**config.mk**
```make
export PLATFORM = sky130hd
export DESIGN_NAME = sysopt_wo_reg
export DESIGN_NICKNAME = d
export VERILOG_FILES = /design/src/rtl/sysopt_pkg.sv /design/src/rtl/sysopt_lock.sv /design/src/rtl/sysopt_store.sv /design/src/rtl/sysopt_stop_ctl.sv /design/src/rtl/sysopt_wo_reg.sv
export SDC_FILE = /design/constraint.sdc
export NUM_CORES = 1
export LEC_CHECK = 0
export BUFFER_PORTS_ARGS = -buffer_cell sky130_fd_sc_hd__buf_2
export CAP_MARGIN = 20
export CORE_AREA = 2 2 39 41
export DETAILED_ROUTE_END_ITERATION = 12
export DIE_AREA = 0 0 41 43
export GPL_TIMING_DRIVEN = 0
export PLACE_DENSITY = 0.77
export REMOVE_ABC_BUFFERS = 1
export SLEW_MARGIN = 25
export SYNTH_ARGS = -nofsm -noshare
export SYNTH_HDL_FRONTEND = slang
export SYNTH_HIERARCHICAL = 1
export SYNTH_SLANG_ARGS = --single-unit
export TNS_END_PERCENT = 20
```
**constraint.sdc**
```tcl
create_clock -name clk -period 2.7 [get_ports clk]
set_clock_uncertainty 0.05 [all_clocks]
set_input_delay 0.405 -clock clk [delete_from_list [all_inputs] [get_ports clk]]
set_output_delay 0.405 -clock clk [all_outputs]
set_load 0.05 [all_outputs]
```
**src/rtl/sysopt_pkg.sv**
```systemverilog
package sysopt_pkg;

    localparam int REG_W         = 8;
    localparam int SRC_W         = 2;

    // Bit positions that software and neighbouring blocks decode.
    localparam int POS_WDOG_EN   = 7;
    localparam int POS_WDOG_LONG = 6;
    localparam int POS_STOP_OK   = 5;
    localparam int POS_SPARE     = 4;
    localparam int POS_DBG_PIN   = 1;
    localparam int POS_RST_PIN   = 0;

    typedef enum logic [SRC_W-1:0] {
        SRC_OTHER     = 2'b00,
        SRC_POWER_ON  = 2'b01,
        SRC_LOW_VOLT  = 2'b10,
        SRC_OTHER_ALT = 2'b11
    } rst_src_e;

    // Packed layout matches the bus bit order (MSB first).
    typedef struct packed {
        logic       wdog_en;
        logic       wdog_long;
        logic       stop_ok;
        logic       spare;
        logic [1:0] empty;
        logic       dbg_pin;
        logic       rst_pin;
    } opt_reg_t;

    function automatic logic src_clears_pin(rst_src_e src);
        return (src == SRC_POWER_ON) || (src == SRC_LOW_VOLT);
    endfunction

    function automatic opt_reg_t reset_image(opt_reg_t prev, rst_src_e src);
        opt_reg_t r;
        r.wdog_en   = 1'b1;
        r.wdog_long = 1'b1;
        r.stop_ok   = 1'b0;
        r.spare     = 1'b1;
        r.empty     = 2'b00;
        r.dbg_pin   = 1'b1;
        r.rst_pin   = src_clears_pin(src) ? 1'b0 : prev.rst_pin;
        return r;
    endfunction

    function automatic opt_reg_t take_write(logic [REG_W-1:0] d);
        opt_reg_t r;
        r.wdog_en   = d[POS_WDOG_EN];
        r.wdog_long = d[POS_WDOG_LONG];
        r.stop_ok   = d[POS_STOP_OK];
        r.spare     = d[POS_SPARE];
        r.empty     = 2'b00;
        r.dbg_pin   = d[POS_DBG_PIN];
        r.rst_pin   = d[POS_RST_PIN];
        return r;
    endfunction

endpackage

```
**src/rtl/sysopt_lock.sv**
```systemverilog
module sysopt_lock (
    input  logic clk,
    input  logic rst,
    input  logic wr_hit,
    output logic locked
);

    always_ff @(posedge clk) begin
        if (rst)
            locked <= 1'b0;
        else if (wr_hit)
            locked <= 1'b1;
    end

    AST_LOCK_STICKY: assert property (@(posedge clk) disable iff (rst)
        (locked && !rst) |=> locked);

    AST_HIT_LOCKS: assert property (@(posedge clk) disable iff (rst)
        (wr_hit && !rst) |=> locked);

endmodule

```
**src/rtl/sysopt_store.sv**
```systemverilog
module sysopt_store
    import sysopt_pkg::*;
(
    input  logic             clk,
    input  logic             rst,
    input  rst_src_e         src,
    input  logic             wr_en,
    input  logic             locked,
    input  logic [REG_W-1:0] wdata,
    output opt_reg_t         q
);

    always_ff @(posedge clk) begin
        if (rst)
            q <= reset_image(q, src);
        else if (wr_en)
            q <= take_write(wdata);
    end

    AST_NO_WRITE_AFTER_LOCK: assert property (@(posedge clk) disable iff (rst)
        (locked && !rst) |=> $stable(q));

    AST_IDLE_HOLDS: assert property (@(posedge clk) disable iff (rst)
        (!wr_en && !rst) |=> $stable(q));

    AST_EMPTY_ZERO: assert property (@(posedge clk) disable iff (rst)
        !rst |=> (q.empty == 2'b00));

endmodule

```
**src/rtl/sysopt_stop_ctl.sv**
```systemverilog
module sysopt_stop_ctl (
    input  logic clk,
    input  logic rst,
    input  logic stop_exec,
    input  logic stop_ok,
    output logic illop_req,
    output logic stop_ack
);

    always_ff @(posedge clk) begin
        if (rst) begin
            illop_req <= 1'b0;
            stop_ack  <= 1'b0;
        end else begin
            illop_req <= stop_exec & ~stop_ok;
            stop_ack  <= stop_exec &  stop_ok;
        end
    end

    AST_STOP_EXCLUSIVE: assert property (@(posedge clk) disable iff (rst)
        $onehot0({illop_req, stop_ack}));

    AST_DENY_REQUESTS_RESET: assert property (@(posedge clk) disable iff (rst)
        (stop_exec && !stop_ok) |=> (illop_req && !stop_ack));

    AST_PERMIT_ACKS: assert property (@(posedge clk) disable iff (rst)
        (stop_exec && stop_ok) |=> (stop_ack && !illop_req));

    AST_NO_STROBE_QUIET: assert property (@(posedge clk) disable iff (rst)
        !stop_exec |=> (!stop_ack && !illop_req));

endmodule

```
**src/rtl/sysopt_wo_reg.sv**
```systemverilog
module sysopt_wo_reg
    import sysopt_pkg::*;
(
    input  logic             clk,
    input  logic             rst,
    input  logic [SRC_W-1:0] rst_src,
    input  logic             bus_sel,
    input  logic             bus_wr,
    input  logic [REG_W-1:0] bus_wdata,
    output logic [REG_W-1:0] bus_rdata,
    input  logic             stop_exec,
    output logic             wdog_en,
    output logic             wdog_long,
    output logic             stop_permit,
    output logic             dbg_pin_en,
    output logic             rstpin_en,
    output logic             rstpin_pullup,
    output logic             illop_rst_req,
    output logic             stop_ack
);

    logic     wr_hit;
    logic     wr_en;
    logic     locked;
    opt_reg_t opt_q;
    rst_src_e src;

    assign src    = rst_src_e'(rst_src);
    assign wr_hit = bus_sel & bus_wr;
    assign wr_en  = wr_hit & ~locked;

    sysopt_lock u_lock (
        .clk    (clk),
        .rst    (rst),
        .wr_hit (wr_hit),
        .locked (locked)
    );

    sysopt_store u_store (
        .clk    (clk),
        .rst    (rst),
        .src    (src),
        .wr_en  (wr_en),
        .locked (locked),
        .wdata  (bus_wdata),
        .q      (opt_q)
    );

    sysopt_stop_ctl u_stop (
        .clk       (clk),
        .rst       (rst),
        .stop_exec (stop_exec),
        .stop_ok   (opt_q.stop_ok),
        .illop_req (illop_rst_req),
        .stop_ack  (stop_ack)
    );

    always_comb begin
        bus_rdata       = opt_q;
        bus_rdata[3:2]  = 2'b00;
    end

    assign wdog_en       = opt_q.wdog_en;
    assign wdog_long     = opt_q.wdog_long;
    assign stop_permit   = opt_q.stop_ok;
    assign dbg_pin_en    = opt_q.dbg_pin;
    assign rstpin_en     = opt_q.rst_pin;
    assign rstpin_pullup = opt_q.rst_pin;

    AST_PULLUP_WITH_PIN: assert property (@(posedge clk) disable iff (rst)
        rstpin_pullup == rstpin_en);

endmodule

```
==> results by group, run 1 <==
CTS
  • Clock latency at the later pin of the worst-skew pair: 0.25 ns
  • Clock Sinks: 9
  • Post-CTS Setup Bufs: 0
  • CTS Buffer Depth: 2
  • Hold-fix buffers, CTS: 0
  • Clk slew on worst S/H paths: 0.06 ns
  • CTS tree: yes
  • CTS H-tree depth: 1
  • CTS resizes: 0
  • CTS root buffer: clkbuf_4
  • CTS buffer count: 3

Floorplan
  • Die W: 41 um
  • Row cnt: 14
  • # IOs: 31
  • Die Area: 0.00176 sq mm
  • Initial Util: 30.7%
  • Core area: approximately 0.0014 sq mm
  • Chip Height: 43 um

Setup path
  • Crit path kind: reg2reg
  • Worst path slowest cell: and3b_1
  • CP top delay family: simple AND/OR/NAND/NOR gates
  • Critical Path Fanout Max: 10
  • WP data arrival: 1.30 ns
  • CP bufs+invs: 0
  • Required @ worst endpoint: 2.61 ns
  • Highest cell delay on the worst timing path: 0.50 ns
  • FF-to-FF setup slack: 1.31 ns
  • Crit path cell chain: and3b_1 -> nor2_1 -> a21oi_1
  • Worst setup EP type: register
  • Startpoint Class: register

Yosys
  • Synth warn: 6
  • Post-Syn Instances: 39
  • Average cell area after synthesis: 10.9 sq um
  • Mapped Area: 424 sq um

Cells and area
  • Multi-input gate area: ~160 sq um
  • Flip-flop and latch area: between 150 and 200 sq um
  • Nets@finish: 76
  • Share of cells above drive strength 1: 56.7%
  • Fill count: ~160
  • ANT cells: 0
  • Synthesis-to-layout area growth: 24.5%
  • Most common cell after layout, fill and taps aside: buf_2
  • Most frequent cells in the layout: buf_2 (26), dfxtp_1 (8), nor2b_2 (4), a211o_1 (4), clkbuf_4 (3)

Place
  • Placer Congestion: 0.535
  • DP Worst Slack: 1.17 ns
  • Port bufs: 26

Detailed routing
  • Via Count: 321
  • Drt total wl: 667 um
  • Routed Antenna Nets: 0
  • DR WL/cell: 8.78 um
  • Number of DRC markers in iteration 0: 0
  • Via-to-Cell Ratio: approximately 4.2
  • # DRC: 0
  • Drt pass-1 iters: 1

STA
  • Unrepaired setup endpoints after global routing: false
  • Setup violators final: 0
  • Period utilisation layout: 51.6%
  • Min cycle time layout: 1.39 ns
  • PnR worst setup slack: 1.31 ns
  • Fmax: 0.718 GHz
  • Final hold viol count: 0
  • TNS Setup: 0 ns
  • Slew Viols, Final: 0

GRT
  • Vias in the first global route: approximately 260
  • Largest net degree at the start of global routing: 12
  • First-pass GRT wire length: 979 um
  • Total track usage: 8.57%
  • Initial antenna violation count: 0
  • Grt ovf: 0

Job
  • Max-cap viol count: 0

Power
  • Pwr Density: 648 mW/mm^2
  • Total power: approximately 0.00034 W
  • Static Leak: 0.268 nW
  • Worst VDD drop: 0.213 mV

Outcome
  • Outcome: complete, no violations

Hold path
  • Worst min path class: in2reg
## power by group
group | switching [W] | internal [W]
Combinational | 0.0000687 | 0.0000267
Sequential | 0.00000390 | 0.000144
Clock | 0.0000425 | 0.0000567
Total | 0.000115 | 0.000227
## layer usage
| metal | up-vias | part of all wire (%) | track usage, % | routed length, um |
|---|---|---|---|---|
| met5 | - | 0 | 0 | 0 |
| met4 | 0 | 0.60 | 6.00 | 4 |
| met3 | 2 | 9.9 | 3.14 | 66 |
| met2 | 15 | 52 | 12.8 | 349 |
| met1 | 142 | 37 | 9.45 | 246 |
| li1 | 162 | - | - | - |
## worst reg2reg max path, delay by kind of cell (launching register included)
family             cells  cell delay [ns]
and+or+nand+nor        2             0.59
AOI/OAI and AO/OA      1             0.15
DFF                    1             0.31
## worst paths after layout
path | endpoint | start | depth (start not counted)
worst max-delay path | u_store/q[0] | u_lock/locked | 3
worst min register to register | u_lock/locked | u_lock/locked | 1
worst min-delay path | u_store/q[1] | bus_wdata[1] | 2
worst max register to register | u_store/q[0] | u_lock/locked | 3
## sequential cells by signal (all words and copies together), names as in the netlist
signal	cells
u_stop/stop_ack	1
u_lock/locked	1
u_store/q	6
u_stop/illop_req	1
## final cells by class
class | instances | area share [%]
Timing Repair Buffer | 26 | 24.6
Sequential cell | 9 | 36.0
Tap cell | 16 | 3.79
Clock buffer | 4 | 4.98
Multi-Input combinational cell | 21 | 30.6
## metrics by stage
stage	std cells	utilization [%]	hold slack (ns)	instance area, sq um
floorplan	30	-	0.392	352
global placement	72	36.3	0.400	502
detailed placement	72	36.3	0.407	502
CTS	76	38.2	0.298	528
global route	76	38.2	0.297	528
finish	76	38.2	0.305	528
No activity file was read; power rests on OpenSTA's default activity.
==> inputs of run 2 (changes only) <==
CORE_AREA = unset   (was 2 2 39 41)
CORE_UTILIZATION = 34   (was unset)
DIE_AREA = unset   (was 0 0 41 43)
PLACE_DENSITY = 0.81   (was 0.77)
clock period = 1.2 ns   (was 2.7 ns; I/O delays follow)
==> results by group, run 2 (synthesis gave the netlist of run 1 again) <==
Setup path
  • Worst setup EP type: output pin
  • Critical Path Fanout Max: 5
  • CP bufs+invs: 1
  • Worst path slowest cell: dfxtp_1
  • Crit path depth: 1
  • FF-to-FF setup slack: 0.03 ns
  • Crit path cell chain: buf_2
  • Required @ worst endpoint: 0.97 ns
  • Worst r2r path cells: 3
  • WP data arrival: 0.94 ns
  • Startpoint Class: register
  • CP top delay family: flip-flops
  • FF-to-FF Start: u_lock/locked
  • Highest cell delay on the worst timing path: approximately 0.4 ns
  • Crit path kind: reg2out
  • RR Endpoint: u_store/q[0]

CTS
  • Clock latency at the later pin of the worst-skew pair: roughly 0.25 ns
  • Hold-fix buffers, CTS: 0
  • CTS root buffer: clkbuf_4
  • CTS buffer count: 3
  • Clock Sinks: 9
  • Clk slew on worst S/H paths: about 0.06 ns
  • CTS tree: yes
  • CTS Buffer Depth: 2
  • CTS H-tree depth: 1

STA
  • Slew Viols, Final: 0
  • Setup violators final: 0
  • Min cycle time layout: 1.17 ns
  • Final hold viol count: 0
  • Period utilisation layout: 97.8%
  • Unrepaired setup endpoints after global routing: true
  • Fmax: 0.852 GHz
  • PnR worst setup slack: 0.0269 ns

Place
  • DP Worst Slack: -0.170 ns
  • Port bufs: 26
  • Placer Congestion: 0.554
  • Placed Cells: 70

Power
  • Pwr Density: 1430 mW/mm^2
  • Worst VDD drop: around 0.53 mV
  • Static Leak: 0.280 nW
  • Total power: around 0.00078 W

Cells and area
  • Nets@finish: 78
  • Fill count: 125
  • Share of cells above drive strength 1: approximately three fifths
  • Most common cell after layout, fill and taps aside: buf_2
  • Max reg flops: 6
  • Reg with most FFs: u_store/q
  • Most frequent cells in the layout: buf_2 (26), dfxtp_1 (7), nor2b_2 (4), a211o_1 (4), clkbuf_4 (3)
  • Cell Count, Final, Fillers Out: 76
  • ANT cells: 0
  • Synthesis-to-layout area growth: 29.2%

Detailed routing
  • Number of DRC markers in iteration 0: 4
  • Drt pass-1 iters: 3
  • Routed Antenna Nets: 0
  • Via-to-Cell Ratio: 4.28
  • # DRC: 0
  • Drt total wl: 727 um
  • DR WL/cell: 9.57 um
  • Via Count: 325

Floorplan
  • Die Area: 0.00139 sq mm
  • Die W: 37.3 um
  • Core area: 0.00113 sq mm
  • Chip Height: approximately 37 um
  • Row cnt: 12
  • Initial Util: 37.7%
  • # IOs: 31

Outcome
  • Outcome: complete, no violations

Hold path
  • Worst min path class: in2reg
  • Worst Min Path Start: bus_wdata[4]
  • Worst hold path stage count: 2
  • WHS Endpoint: u_store/q[4]

GRT
  • Total track usage: 12.5%
  • First-pass GRT wire length: 1.10 mm
  • Initial antenna violation count: 0
  • Grt ovf: 0
  • Largest net degree at the start of global routing: 12
  • Vias in the first global route: 271

Job
  • Max-cap viol count: 0
-- run 2: cell count changes in the layout (fill, tap and decap cells not counted) --
cell / before / now
and3b_2: 0 / 1
buf_6: 0 / 1
dfxtp_2: 0 / 1
dfxtp_1: 8 / 7
-- run 2: area by class of cell --
type	count	area (sq um)	area share (%)
sequential	9	191	34.9
multi-input combinational	22	171	31.3
timing repair buffer	27	141	25.8
clock buffer	4	26.3	4.79
tap	14	17.5	3.20
-- run 2: layer usage --
metal / track usage [%] / up-vias / wire [um]
li1: - / 169 / -
met1: 14.0 / 138 / 352
met2: 17.5 / 18 / 315
met3: 5.36 / 0 / 59
met4: 11.1 / 0 / 0
met5: 0 / - / 0
-- run 2: worst register-to-register path, stage by stage (launching register included) --
cell,delay (ns)
dfxtp_2,0.32
and3b_2,0.31
nor2_1,0.06
a21oi_1,0.13
-- run 2: power by group --
part | leakage [nW] | internal (W) | total (W) | switching [W]
Sequential | 0.0765 | 0.000324 | 0.000334 | 0.0000103
Combinational | 0.189 | 0.0000653 | 0.000221 | 0.000156
Clock | 0.0150 | 0.000128 | 0.000228 | 0.000100
-- run 2: worst max path at each step --
stage | start | end | slack [ns]
after floorplan | u_store/q[0] | bus_rdata[0] | -0.24
after global placement | u_lock/locked | u_store/q[0] | -0.14
after detailed placement | u_lock/locked | u_store/q[0] | -0.17
after CTS | u_store/q[5] | bus_rdata[5] | 0.02
after global routing | u_store/q[5] | bus_rdata[5] | -0.02
final | u_store/q[5] | bus_rdata[5] | 0.03
-- run 2: per-stage QoR --
step                      instance area, sq um  util [%]  TNS [ns]  hold slack (ns)
after floorplan                            352         -     -1.67            0.201
after global placement                     499      44.3    -0.237            0.333
after detailed placement                   499      44.3    -0.392            0.343
after CTS                                  543      48.2         0           0.0726
after global routing                       548      48.7   -0.0419           0.0652
final                                      548      48.7         0           0.0808
-- run 2: repair_timing --
| item | in CTS | in global routing |
|---|---|---|
| endpoints found under the setup margin | 6 | 3 |
| gates resized for setup | 1 | 2 |
| gates cloned | 1 | 0 |
| setup buffers | 1 | 0 |
